### src/rtl/rob_pkg.sv
package rob_pkg;
    parameter int PC_W  = 32;
    parameter int SEQ_W = 32;

    typedef struct packed {
        logic [PC_W-1:0]  pc;
        logic [PC_W-1:0]  npc;
        logic [SEQ_W-1:0] seq;
    } rob_rec_t;

    typedef struct packed {
        rob_rec_t rec;
        logic     rdy;
        logic     sq;
    } rob_ent_t;
endpackage

### src/rtl/rob_entry_store.sv
module rob_entry_store
    import rob_pkg::*;
#(
    parameter int DEPTH = 8,
    parameter int PTR_W = $clog2(DEPTH)
) (
    input  logic                        clk,
    input  logic                        rst_n,
    input  logic                        wr_en,
    input  logic [PTR_W-1:0]            wr_slot,
    input  rob_rec_t                    wr_rec,
    input  logic                        rdy_en,
    input  logic [PTR_W-1:0]            rdy_slot,
    input  logic [DEPTH-1:0]            sq_mask,
    output rob_ent_t [DEPTH-1:0]        ents_o
);
    rob_ent_t [DEPTH-1:0] ent_d, ent_q;

    always_comb begin
        ent_d = ent_q;
        for (int i = 0; i < DEPTH; i++) begin
            if (sq_mask[i]) begin
                ent_d[i].sq  = 1'b1;
                ent_d[i].rdy = 1'b1;
            end
        end
        if (rdy_en) ent_d[rdy_slot].rdy = 1'b1;
        if (wr_en) begin
            ent_d[wr_slot].rec = wr_rec;
            ent_d[wr_slot].rdy = 1'b0;
            ent_d[wr_slot].sq  = 1'b0;
        end
    end

    always_ff @(posedge clk) begin
        if (!rst_n) ent_q <= '0;
        else        ent_q <= ent_d;
    end

    assign ents_o = ent_q;

    // a marked slot reads ready on the following cycle unless overwritten
    assert_mark_ready_R7: assert property (@(posedge clk) disable iff (!rst_n)
        (rdy_en && !(wr_en && wr_slot == rdy_slot)) |=> ents_o[$past(rdy_slot)].rdy);
endmodule

### src/rtl/rob_squash_walk.sv
module rob_squash_walk
    import rob_pkg::*;
#(
    parameter int DEPTH = 8,
    parameter int SQ_W  = 2,
    parameter int PTR_W = $clog2(DEPTH)
) (
    input  logic                          clk,
    input  logic                          rst_n,
    input  logic                          start,
    input  logic [SEQ_W-1:0]              start_seq,
    input  logic [PTR_W-1:0]              tail_i,
    input  logic [PTR_W-1:0]              head_i,
    input  logic [DEPTH-1:0][SEQ_W-1:0]   seq_i,
    output logic [DEPTH-1:0]              mark_o,
    output logic                          busy_o
);
    typedef struct packed {
        logic             active;
        logic [PTR_W-1:0] cursor;
        logic [SEQ_W-1:0] target;
    } walk_t;

    walk_t w_d, w_q;
    logic [PTR_W-1:0] pos;
    logic             stop;

    function automatic logic [PTR_W-1:0] step_back(input logic [PTR_W-1:0] p, input int k);
        int t;
        t = int'(p) - k;
        if (t < 0) t = t + DEPTH;
        return PTR_W'(t);
    endfunction

    always_comb begin
        w_d    = w_q;
        mark_o = '0;
        stop   = 1'b0;
        pos    = w_q.cursor;
        if (w_q.active) begin
            for (int k = 0; k <= SQ_W; k++) begin
                if (!stop) begin
                    pos = step_back(w_q.cursor, k);
                    if (seq_i[pos] == w_q.target) begin
                        stop = 1'b1;
                    end else if (k < SQ_W) begin
                        mark_o[pos] = 1'b1;
                        if (pos == head_i) stop = 1'b1;
                    end
                end
            end
            if (stop) w_d.active = 1'b0;
            else      w_d.cursor = step_back(w_q.cursor, SQ_W);
        end else if (start) begin
            w_d.active = 1'b1;
            w_d.cursor = tail_i;
            w_d.target = start_seq;
        end
    end

    always_ff @(posedge clk) begin
        if (!rst_n) w_q <= '0;
        else        w_q <= w_d;
    end

    assign busy_o = w_q.active;

    assert_mark_rate_R9: assert property (@(posedge clk) disable iff (!rst_n)
        $countones(mark_o) <= SQ_W);

    assert_idle_no_mark_R9: assert property (@(posedge clk) disable iff (!rst_n)
        !busy_o |-> (mark_o == '0));

    generate
        for (genvar g = 0; g < DEPTH; g++) begin : g_younger
            assert_visit_younger_R9: assert property (@(posedge clk) disable iff (!rst_n)
                mark_o[g] |-> (seq_i[g] > w_q.target));
        end
    endgenerate
endmodule

### src/rtl/rob_squash_buffer.sv
module rob_squash_buffer
    import rob_pkg::*;
#(
    parameter int DEPTH = 8,
    parameter int SQ_W  = 2,
    localparam int PTR_W = $clog2(DEPTH),
    localparam int CNT_W = $clog2(DEPTH + 1)
) (
    input  logic             clk,
    input  logic             rst_n,
    input  logic             ins_valid,
    input  logic [PC_W-1:0]  ins_pc,
    input  logic [PC_W-1:0]  ins_npc,
    input  logic [SEQ_W-1:0] ins_seq,
    output logic             ins_full_err,
    input  logic             ret_strobe,
    input  logic             mark_valid,
    input  logic [PTR_W-1:0] mark_slot,
    input  logic             sq_valid,
    input  logic [SEQ_W-1:0] sq_seq,
    output logic             sq_done,
    output logic [CNT_W-1:0] occupancy,
    output logic [CNT_W-1:0] free_cnt,
    output logic             head_ready,
    output logic             head_squashed,
    output logic [PTR_W-1:0] head_idx,
    output logic [PTR_W-1:0] tail_idx,
    output logic [PC_W-1:0]  head_pc,
    output logic [PC_W-1:0]  head_npc,
    output logic [SEQ_W-1:0] head_seq,
    output logic [PC_W-1:0]  tail_pc,
    output logic [SEQ_W-1:0] tail_seq
);
    typedef struct packed {
        logic [PTR_W-1:0] head;
        logic [PTR_W-1:0] wr;
        logic [CNT_W-1:0] count;
    } ctl_t;

    ctl_t ctl_d, ctl_q;

    rob_ent_t [DEPTH-1:0]            ents;
    logic [DEPTH-1:0][SEQ_W-1:0]     seqs;
    logic [DEPTH-1:0]                sq_mark;
    logic                            busy;
    logic                            full, empty, do_ins, do_ret, sq_start;
    rob_rec_t                        new_rec;

    function automatic logic [PTR_W-1:0] advance(input logic [PTR_W-1:0] p);
        return (p == PTR_W'(DEPTH - 1)) ? '0 : p + 1'b1;
    endfunction

    assign full     = (ctl_q.count == CNT_W'(DEPTH));
    assign empty    = (ctl_q.count == '0);
    assign do_ins   = ins_valid && !full && !busy;
    assign do_ret   = ret_strobe && !empty && ents[ctl_q.head].rdy;
    assign sq_start = sq_valid && !empty;
    assign new_rec  = '{pc: ins_pc, npc: ins_npc, seq: ins_seq};

    always_comb begin
        ctl_d = ctl_q;
        if (do_ins) ctl_d.wr   = advance(ctl_q.wr);
        if (do_ret) ctl_d.head = advance(ctl_q.head);
        ctl_d.count = ctl_q.count + CNT_W'(do_ins) - CNT_W'(do_ret);
    end

    always_ff @(posedge clk) begin
        if (!rst_n) ctl_q <= '0;
        else        ctl_q <= ctl_d;
    end

    generate
        for (genvar g = 0; g < DEPTH; g++) begin : g_seq
            assign seqs[g] = ents[g].rec.seq;
        end
    endgenerate

    rob_entry_store #(.DEPTH(DEPTH), .PTR_W(PTR_W)) u_store (
        .clk      (clk),
        .rst_n    (rst_n),
        .wr_en    (do_ins),
        .wr_slot  (ctl_q.wr),
        .wr_rec   (new_rec),
        .rdy_en   (mark_valid),
        .rdy_slot (mark_slot),
        .sq_mask  (sq_mark),
        .ents_o   (ents)
    );

    rob_squash_walk #(.DEPTH(DEPTH), .SQ_W(SQ_W), .PTR_W(PTR_W)) u_walk (
        .clk       (clk),
        .rst_n     (rst_n),
        .start     (sq_start),
        .start_seq (sq_seq),
        .tail_i    (tail_idx),
        .head_i    (ctl_q.head),
        .seq_i     (seqs),
        .mark_o    (sq_mark),
        .busy_o    (busy)
    );

    assign tail_idx      = (ctl_q.wr == '0) ? PTR_W'(DEPTH - 1) : ctl_q.wr - 1'b1;
    assign head_idx      = ctl_q.head;
    assign ins_full_err  = ins_valid && full;
    assign sq_done       = !busy;
    assign occupancy     = ctl_q.count;
    assign free_cnt      = CNT_W'(DEPTH) - ctl_q.count;
    assign head_ready    = !empty && ents[ctl_q.head].rdy;
    assign head_squashed = ents[ctl_q.head].sq;
    assign head_pc       = ents[ctl_q.head].rec.pc;
    assign head_npc      = ents[ctl_q.head].rec.npc;
    assign head_seq      = ents[ctl_q.head].rec.seq;
    assign tail_pc       = ents[tail_idx].rec.pc;
    assign tail_seq      = ents[tail_idx].rec.seq;

    assert_no_overflow_R3: assert property (@(posedge clk) disable iff (!rst_n)
        occupancy <= CNT_W'(DEPTH));

    assert_full_reject_R3: assert property (@(posedge clk) disable iff (!rst_n)
        (ins_valid && occupancy == CNT_W'(DEPTH) && !ret_strobe) |=> occupancy == CNT_W'(DEPTH));

    assert_insert_count_R2: assert property (@(posedge clk) disable iff (!rst_n)
        (ins_valid && !ins_full_err && sq_done && !ret_strobe) |=> occupancy == $past(occupancy) + 1'b1);

    assert_retire_gate_R5: assert property (@(posedge clk) disable iff (!rst_n)
        (ret_strobe && !head_ready && !ins_valid) |=> $stable(occupancy));

    assert_empty_not_ready_R6: assert property (@(posedge clk) disable iff (!rst_n)
        (occupancy == '0) |-> !head_ready);

    assert_squash_start_R8: assert property (@(posedge clk) disable iff (!rst_n)
        (sq_valid && sq_done && occupancy != '0) |=> !sq_done);

    assert_busy_no_insert_R12: assert property (@(posedge clk) disable iff (!rst_n)
        (!sq_done && ins_valid && !ret_strobe) |=> $stable(occupancy));
endmodule

### config.mk
export PLATFORM = sky130hd
export DESIGN_NAME = rob_squash_buffer
export DESIGN_NICKNAME = d
export VERILOG_FILES = /design/src/rtl/rob_pkg.sv /design/src/rtl/rob_entry_store.sv /design/src/rtl/rob_squash_walk.sv /design/src/rtl/rob_squash_buffer.sv
export SDC_FILE = /design/constraint.sdc
export NUM_CORES = 2
export LEC_CHECK = 0
export BUFFER_PORTS_ARGS = -buffer_cell sky130_fd_sc_hd__buf_2
export CORE_MARGIN = 3
export CORE_UTILIZATION = 35
export CTS_CLUSTER_DIAMETER = 30
export CTS_CLUSTER_SIZE = 16
export DETAILED_ROUTE_END_ITERATION = 8
export GPL_TIMING_DRIVEN = 0
export PLACE_DENSITY = 0.47
export SYNTH_ARGS = -nofsm -noshare
export SYNTH_HDL_FRONTEND = slang
export SYNTH_HIERARCHICAL = 1
export SYNTH_SLANG_ARGS = --single-unit
export TNS_END_PERCENT = 5
### constraint.sdc
create_clock -name clk -period 5.3 [get_ports clk]
set_input_delay 1.06 -clock clk [delete_from_list [all_inputs] [get_ports clk]]
set_output_delay 1.06 -clock clk [all_outputs]
set_load 0.01 [all_outputs]
## Word level (Yosys, flattened, before mapping)

Index checks and enable logic that the tools add are counted.

| storage, ports and cells | value |
|---|---|
| flip-flop bits (word level) | 830 |
| bits of input ports | 137 |
| output and inout bits | 178 |
| word-level logic and storage cells | 167 |

| cells by class | value |
|---|---|
| $add $sub $neg | 11 |
| $lt $le $gt $ge | 14 |
| eq/ne operators | 9 |
| multiplexer cells | 66 |
| bitwise gates (word level) | 2 |
| reduce and logical (&&, ||, !) cells | 19 |

Operators with widths:

| kind | count |
|---|---|
| bitwise mux 784 bit | 4 |
| two-way mux 784 bit | 2 |
| demux 98 bit (select 3 bit) | 4 |
| binary-select mux 98 bit (select 3 bit) | 2 |
| two-way mux 98 bit | 3 |
| binary-select mux 32 bit (select 3 bit) | 3 |
| == test 32 bit | 3 |
| two-way mux 32 bit | 3 |
| two-way mux 8 bit | 5 |
| two-way mux 3 bit | 12 |
| two-way mux 36 bit | 1 |
| < comparator 3 x 4 -> 1 bit (second input constant) | 7 |
| two-way mux 2 bit | 10 |
| adder 3 x 1 -> 3 bit (second input constant) | 5 |
| two-way mux 1 bit | 14 |
| greater-or-equal comparator 3 x 1 -> 1 bit (second input constant) | 4 |
| logical AND 1 bit | 11 |
| < comparator 4 x 1 -> 1 bit (second input constant) | 2 |
| bitwise OR 8 bit | 1 |
| demux 1 bit (select 3 bit) | 2 |
| == test 3 bit | 2 |
| == test 3 bit (second input constant) | 2 |
| adder 4 x 1 -> 4 bit | 1 |
| == test 4 bit (second input constant) | 1 |
| other kinds (14) | 17 |

## Longest topological paths before layout

| depth | value |
|---|---|
| word-level depth | 26 |
| gate-level depth with buffers | 22 |
| mapped depth without buffers | 12 |

## By module

The synthesis kept the hierarchy.

Modules (own cells, without submodules):

| module | instances | cells each | area each (µm²) | seq. area each (µm²) |
|---|---|---|---|---|
| rob_entry_store | 1 | 2635 | 27854.2 | 15695.1 |
| rob_squash_buffer | 1 | 875 | 10623.9 | 200.2 |
| rob_squash_walk | 1 | 957 | 8426.8 | 720.7 |

## Least setup slack after synthesis

Ideal clock, no wire load.

| timing | value |
|---|---|
| kind | reg2reg |
| start point | register u_walk/w_q[32] in the netlist's numbering |
| end point | register u_store.ent_q (netlist bit u_store/ents_o[393]) |
| library setup time | 0.122 ns |
| arrival | 4.452 ns |
| required time | 5.178 ns |
| slack | 0.726 ns |
| stages on the path, launching flop included | 19 |
| buffers on the path | 8 |
| period minus slack after synthesis | 4.574 ns |
| cells stage by stage | dfxtp_1 buf_6 buf_6 clkinv_1 clkbuf_1 clkbuf_1 ha_1 buf_2 buf_2 buf_2 mux4_2 a2111oi_0 a31oi_1 or4b_1 and4b_1 buf_6 nand2b_1 o41ai_1 o311a_1 |

| on the way | value |
|---|---|
| longest elaborated chain between the ends | 20 |
| elaborated cells between the ends (all ways) | 43 |
| classes of those cells | 3 x add/sub; 6 x order compare; 3 x eq/ne; 28 x mux; 1 x bitwise; 2 x reduce/logical |

RTL lines:

| what | RTL line | source |
|---|---|---|
| start, declared | rob_squash_walk.sv:24 | `walk_t w_d, w_q;` |
| start signal, assigned | rob_squash_walk.sv:63 | `else w_q <= w_d;` |
| subtractor 3 x 1 -> 4 bit (tied with other cells) | rob_squash_walk.sv:30 | `t = int'(p) - k;` |
| < comparator 4 x 1 -> 1 bit (tied with other cells) | rob_squash_walk.sv:31 | `if (t < 0) t = t + DEPTH;` |
| two-way mux 3 bit (on tied branches) | rob_squash_walk.sv:31, rob_squash_walk.sv:40 |  |
| two-way mux 3 bit (tied with other cells) | rob_squash_walk.sv:42 | `if (!stop) begin` |
| two-way mux 3 bit / logical AND 1 bit (equally long branches) | rob_squash_walk.sv:40, rob_squash_walk.sv:47 |  |
| < comparator 3 x 4 -> 1 bit (not written as such) (tied with other cells) | rob_squash_walk.sv:47 | `mark_o[pos] = 1'b1;` |
| logical AND 1 bit (not written as such) / demux 1 bit (select 3 bit) (equally long branches) | - |  |
| two-way mux 1 bit (not written as such) / two-way mux 8 bit (equally long branches) | rob_squash_walk.sv:47, rob_squash_walk.sv:44 |  |
| (+5 left out) | - |  |
| net sq_mark[4] | rob_squash_buffer.sv:44 | `logic [DEPTH-1:0] sq_mark;` |
| two-way mux 2 bit (*) | rob_entry_store.sv:22 | `if (sq_mask[i]) begin` |
| bitwise mux 784 bit | rob_entry_store.sv:27 | `if (rdy_en) ent_d[rdy_slot].rdy = 1'b1;` |
| two-way mux 784 bit (*) | rob_entry_store.sv:27 |  |
| bitwise mux 784 bit | rob_entry_store.sv:29 | `ent_d[wr_slot].rec = wr_rec;` |
| bitwise mux 784 bit | rob_entry_store.sv:30 | `ent_d[wr_slot].rdy = 1'b0;` |
| bitwise mux 784 bit | rob_entry_store.sv:31 | `ent_d[wr_slot].sq = 1'b0;` |
| two-way mux 784 bit (*) | rob_entry_store.sv:28 | `if (wr_en) begin` |
| end signal, assigned | rob_entry_store.sv:37 | `else ent_q <= ent_d;` |
| end, declared | rob_entry_store.sv:17 | `rob_ent_t [DEPTH-1:0] ent_d, ent_q;` |

The timed path passes the listed nets; every way through them passes the cells marked *. The select of a mux whose other input is x is not followed.
A chain may end at the register's enable or synchronous reset.

## Worst setup path in the final report

| timing | value |
|---|---|
| start point | register u_walk/w_q[33] in the netlist's numbering |
| end point | register u_store.ent_q (netlist bit u_store/ents_o[686]) |

Same word-level chain as after synthesis.

==> results.py <==
metrics = {
    "power_and_ir_drop": {
        "swShare_pct": 37.82,
        "total_power_mw": 31.69,
        "pwr-share-seq_pct": 22.5,
        "combPwrFrac_pct": 34.1,
        "clkPwrFrac_pct": 43.4,
        "power.switching_mw": 11.98,
        "irDropWorstVdd_mv": 0.3470,
        "internal_power_mw": 19.70,
        "powerDensity_nw_per_um2": 537.5,
        "power.leakage_nw": 26.59,
    },
    "logic_synthesis": {
        "ys_types": 76,
        "postSynthAreaPerCell_um2": 10.50,
        "ys.flop_type": "dfxtp_1",
        "ys_ff_latch": 830,
        "netlist_area_um2": 46900,
        "ys_seq_area_share_pct": 35.42,
        "syn_inst": 4467,
        "syn_nets": 4624,
        "yosys_warnings": 6,
        "synth_edf_count": 0,
        "postSynth.asyncResetShare_pct": 0,
    },
    "cts": {
        "clk_pin_slew_worst_paths_ns": 0.05,
        "clockRootBuffer": "clkbuf_16",
        "hold_buffers": 0,
        "cts_tree": "yes",
        "clk_path_buf_depth": 3,
        "clk-insertion-delay-late_ns": 0.85,
        "cts_buffers": 218,
        "htreeDepth": 4,
        "cts_sinks": 830,
    },
    "timing": {
        "finalHoldViolations": 0,
        "fin_crit_ns": 5.341,
        "worst_slew_pin_slew_ns": 1.371,
        "finalSetupTns_ns": -0.1504,
        "period_share_pct": 100.8,
        "grt_setup_unrepaired": "yes",
        "max_freq_mhz": 187.2,
        "max_slew_margin_pct": 8.601,
        "finalSetupViolCount": 6,
        "clock_skew_ns": 0.07248,
        "whs_ns": 0.4536,
        "fin_ws_ns": -0.04126,
        "maxSlewViolCount": 0,
    },
    "drt": {
        "drt_first_pass_iters": 6,
        "viasPerCell": 5.725,
        "drt_iter0_drc": 3356,
        "drtAntennaViolNets": 0,
        "via_count": 39820,
        "drc_errors": 0,
        "drt-total-wl_um": 215200,
        "wl_per_cell_um": 30.94,
    },
    "critical_path": {
        "startpoint_type": "flop",
        "cpPeakStageDelay_ns": 0.56,
        "cp_cell_sequence": "clkbuf_2 -> inv_6 -> buf_6 -> ha_4 -> buf_12 -> buf_12 -> buf_8 -> buf_8 -> mux4_2 -> o22ai_1 -> nor3_1 -> o311ai_1 -> nor2_1 -> and4b_2 -> buf_6 -> nand2b_4 -> o41ai_1 -> o211a_1",
        "r2r_end": "u_store/ents_o[686]$_SDFF_PN0_",
        "worst-endpoint-required_ns": 6.07,
        "r2r_start": "u_walk/w_q[33]$_SDFFE_PN0P_",
        "arrival_ns": 6.11,
        "setup.worst_path.end_class": "flop",
        "rr_worst_depth": 18,
        "path_delay_family": "buffers and inverters",
        "cp_max_fo": 12,
        "crit_cells": 18,
        "r2r_setup_slack_ns": -0.04,
        "path_buf_inv": 8,
        "crit_slowest_cell": "dfxtp_1",
        "crit_type": "reg2reg",
    },
    "floorplanning": {
        "core_area_um2": 132300,
        "start_util_pct": 35.45,
        "fp.dieH_um": 372.1,
        "rows": 133,
        "ios": 315,
        "die_x_um": 372.1,
        "dieArea_um2": 138400,
    },
    "min_path": {
        "min-delay-start": "u_store/ents_o[246]$_SDFFE_PN0P_",
        "min_delay_path_depth": 2,
        "hold_path_class": "reg2reg",
        "holdPathEnd": "u_store/ents_o[246]$_SDFFE_PN0P_",
    },
    "finish": {
        "multi_input_area_um2": 28260,
        "drive_gt1_share_pct": 29.91,
        "fin_nets": 5157,
        "fillCellCount": 12680,
        "area_delta_synth_final_pct": 25.68,
        "area.sequential_um2": 16620,
        "postLayoutCellArea_um2": 58950,
        "fin_util_pct": 44.56,
        "fin_cells": 6956,
    },
    "outcome": {
        "violations": "negative setup slack",
        "outcome": "complete, but fails checks",
    },
    "grt": {
        "grt.overflow.total": 0,
        "antenna_found_initial": 19,
        "grt_pass1_wl_um": 299700,
        "grt_usage_pct": 30.44,
        "grt_pass1_vias": 39360,
        "grt_start_max_net_pins": 19,
    },
    "place": {
        "dp.cells": 6537,
        "routabilityCongestion": 1.022,
        "place_hpwl_um": 156600,
        "place_area_um2": 50680,
        "post-place-ws_ns": -2.784,
        "numPortBuffers": 314,
    },
    "job": {
        "cap_violations": 0,
    },
}
-- tightest hold or removal path, cell delays in order (launching register included) --
cell and delay (ns):
dfxtp_1 0.30, nand2_1 0.05, mux2i_1 0.05
-- synth_stat cells (8+ instances only) --
cell type	count	area (um^2)
xnor2_1	56	490.5
o21ai_0	43	215.2
a31oi_1	13	81.33
o311a_1	9	90.09
mux2_2	175	1971
inv_1	33	123.9
nor4_1	11	68.82
dfxtp_1	830	16620
nor2b_1	12	75.07
nand2b_1	14	87.58
nand2_1	1107	4155
o22ai_1	25	156.4
and2_1	12	75.07
and3_1	11	68.82
mux2i_1	937	9379
ha_1	19	237.7
o211a_1	8	80.08
nand4_1	11	68.82
buf_1	22	82.58
buf_2	143	715.7
clkbuf_1	145	544.3
nor2_1	57	214.0
buf_6	22	247.7
nor3_1	19	95.09
a22oi_1	41	307.8
nand3_1	37	185.2
buf_4	54	405.4
a21oi_1	87	435.4
mux4_2	374	8423
xor2_1	16	140.1
o31ai_1	11	82.58
-- state kept, by name (all words and copies together), names as in the netlist --
register        flops
head_idx            3
u_store/ents_o    784
u_walk/w_q         35
ctl_q               3
u_walk/busy_o       1
occupancy           4
-- power by group through the flow --
stage / clock (mW) / combinational [mW] / sequential, mW
2_1_floorplan: 0 / 5.70 / 7.01
3_3_place_gp: 0 / 10.0 / 7.20
3_5_place_dp: 0 / 10.0 / 7.21
4_1_cts: 13.9 / 10.4 / 7.11
5_1_grt: 14.3 / 11.0 / 7.16
6_report: 13.8 / 10.8 / 7.13
-- area by class of cell --
cell class                      instances  area share, %
Sequential cell                       830          28.19
Antenna cell                            6        0.02547
Buffer                                388          3.886
Multi-Input combinational cell       3208          47.94
Clock inverter                        132          2.963
Tap cell                             1755          3.725
Clock buffer                          283          10.33
Timing Repair Buffer                  315          2.674
Inverter                               39         0.2674
-- cell families (layout without fill, tap and decap cells) --
kind of cell | count (synthesis) | count (layout) | share of synthesized area, %
AO/OA/AOI/OAI | 295 | 295 | 4.201
XOR/XNOR | 72 | 72 | 1.344
adder cells (fa/ha/maj) | 20 | 20 | 0.5495
buffers and inverters | 429 | 1157 | 4.673
flip-flops | 830 | 830 | 35.42
multiplexers | 1486 | 1486 | 42.15
other | 0 | 6 | 0
AND/OR/NAND/NOR | 1335 | 1335 | 11.65
-- what timing repair did --
action / in CTS / in global routing
buffers inserted: 0 / 0
pin swaps: 2 / 1
gates resized for setup: 137 / 27
setup endpoints to repair: 85 / 54
-- metal layers --
metal,track usage (%),vias up,share of wire [%]
met1,39.76,20270,42
met5,0.2493,-,0.046
met2,47.12,1779,45
met3,8.375,420,8.3
met4,13.01,8,4.4
li1,-,17350,-
-- how the worst max path moves through the flow --
stage	startpoint	end	slack (ns)
global placement	u_walk/w_q[32]$_SDFFE_PN0P_	u_store/ents_o[393]$_SDFF_PN0_	-2.96
floorplan	u_walk/w_q[32]$_SDFFE_PN0P_	u_store/ents_o[393]$_SDFF_PN0_	0.73
detailed placement	u_walk/w_q[32]$_SDFFE_PN0P_	u_store/ents_o[393]$_SDFF_PN0_	-2.78
finish	u_walk/w_q[33]$_SDFFE_PN0P_	u_store/ents_o[686]$_SDFF_PN0_	-0.04
global route	ctl_q[4]$_SDFFE_PN0P_	tail_pc[0]	-0.06
CTS	ctl_q[4]$_SDFFE_PN0P_	tail_pc[0]	0.02
-- cell usage in the layout, fill, tap and decap left out, types with 8 or more instances in the layout --
cell type / Yosys / final
o311a_1: 9 / 9
clkinv_4: 0 / 13
nand2b_1: 14 / 13
buf_4: 54 / 62
nor3_1: 19 / 19
nor2b_1: 12 / 11
and3_1: 11 / 11
buf_6: 22 / 24
nand3_1: 37 / 37
o22ai_1: 25 / 24
xor2_1: 16 / 15
mux4_2: 374 / 374
a21oi_1: 87 / 87
dfxtp_1: 830 / 828
clkinv_16: 0 / 8
ha_1: 19 / 16
clkbuf_8: 0 / 38
buf_1: 22 / 12
clkinvlp_4: 0 / 26
nand2_1: 1107 / 1106
clkbuf_2: 1 / 21
inv_1: 33 / 33
nor2_1: 57 / 54
a22oi_1: 41 / 41
mux2_2: 175 / 175
bufinv_16: 0 / 28
buf_2: 143 / 445
o31ai_1: 11 / 10
nor4_1: 11 / 10
o211a_1: 8 / 8
buf_8: 3 / 12
clkinv_2: 0 / 52
nand4_1: 11 / 11
xnor2_1: 56 / 53
clkbuf_1: 145 / 144
o21ai_0: 43 / 35
mux2i_1: 937 / 937
clkbuf_16: 0 / 219
and2_1: 12 / 12
a31oi_1: 13 / 13
(Power assumes the default switching activity.)
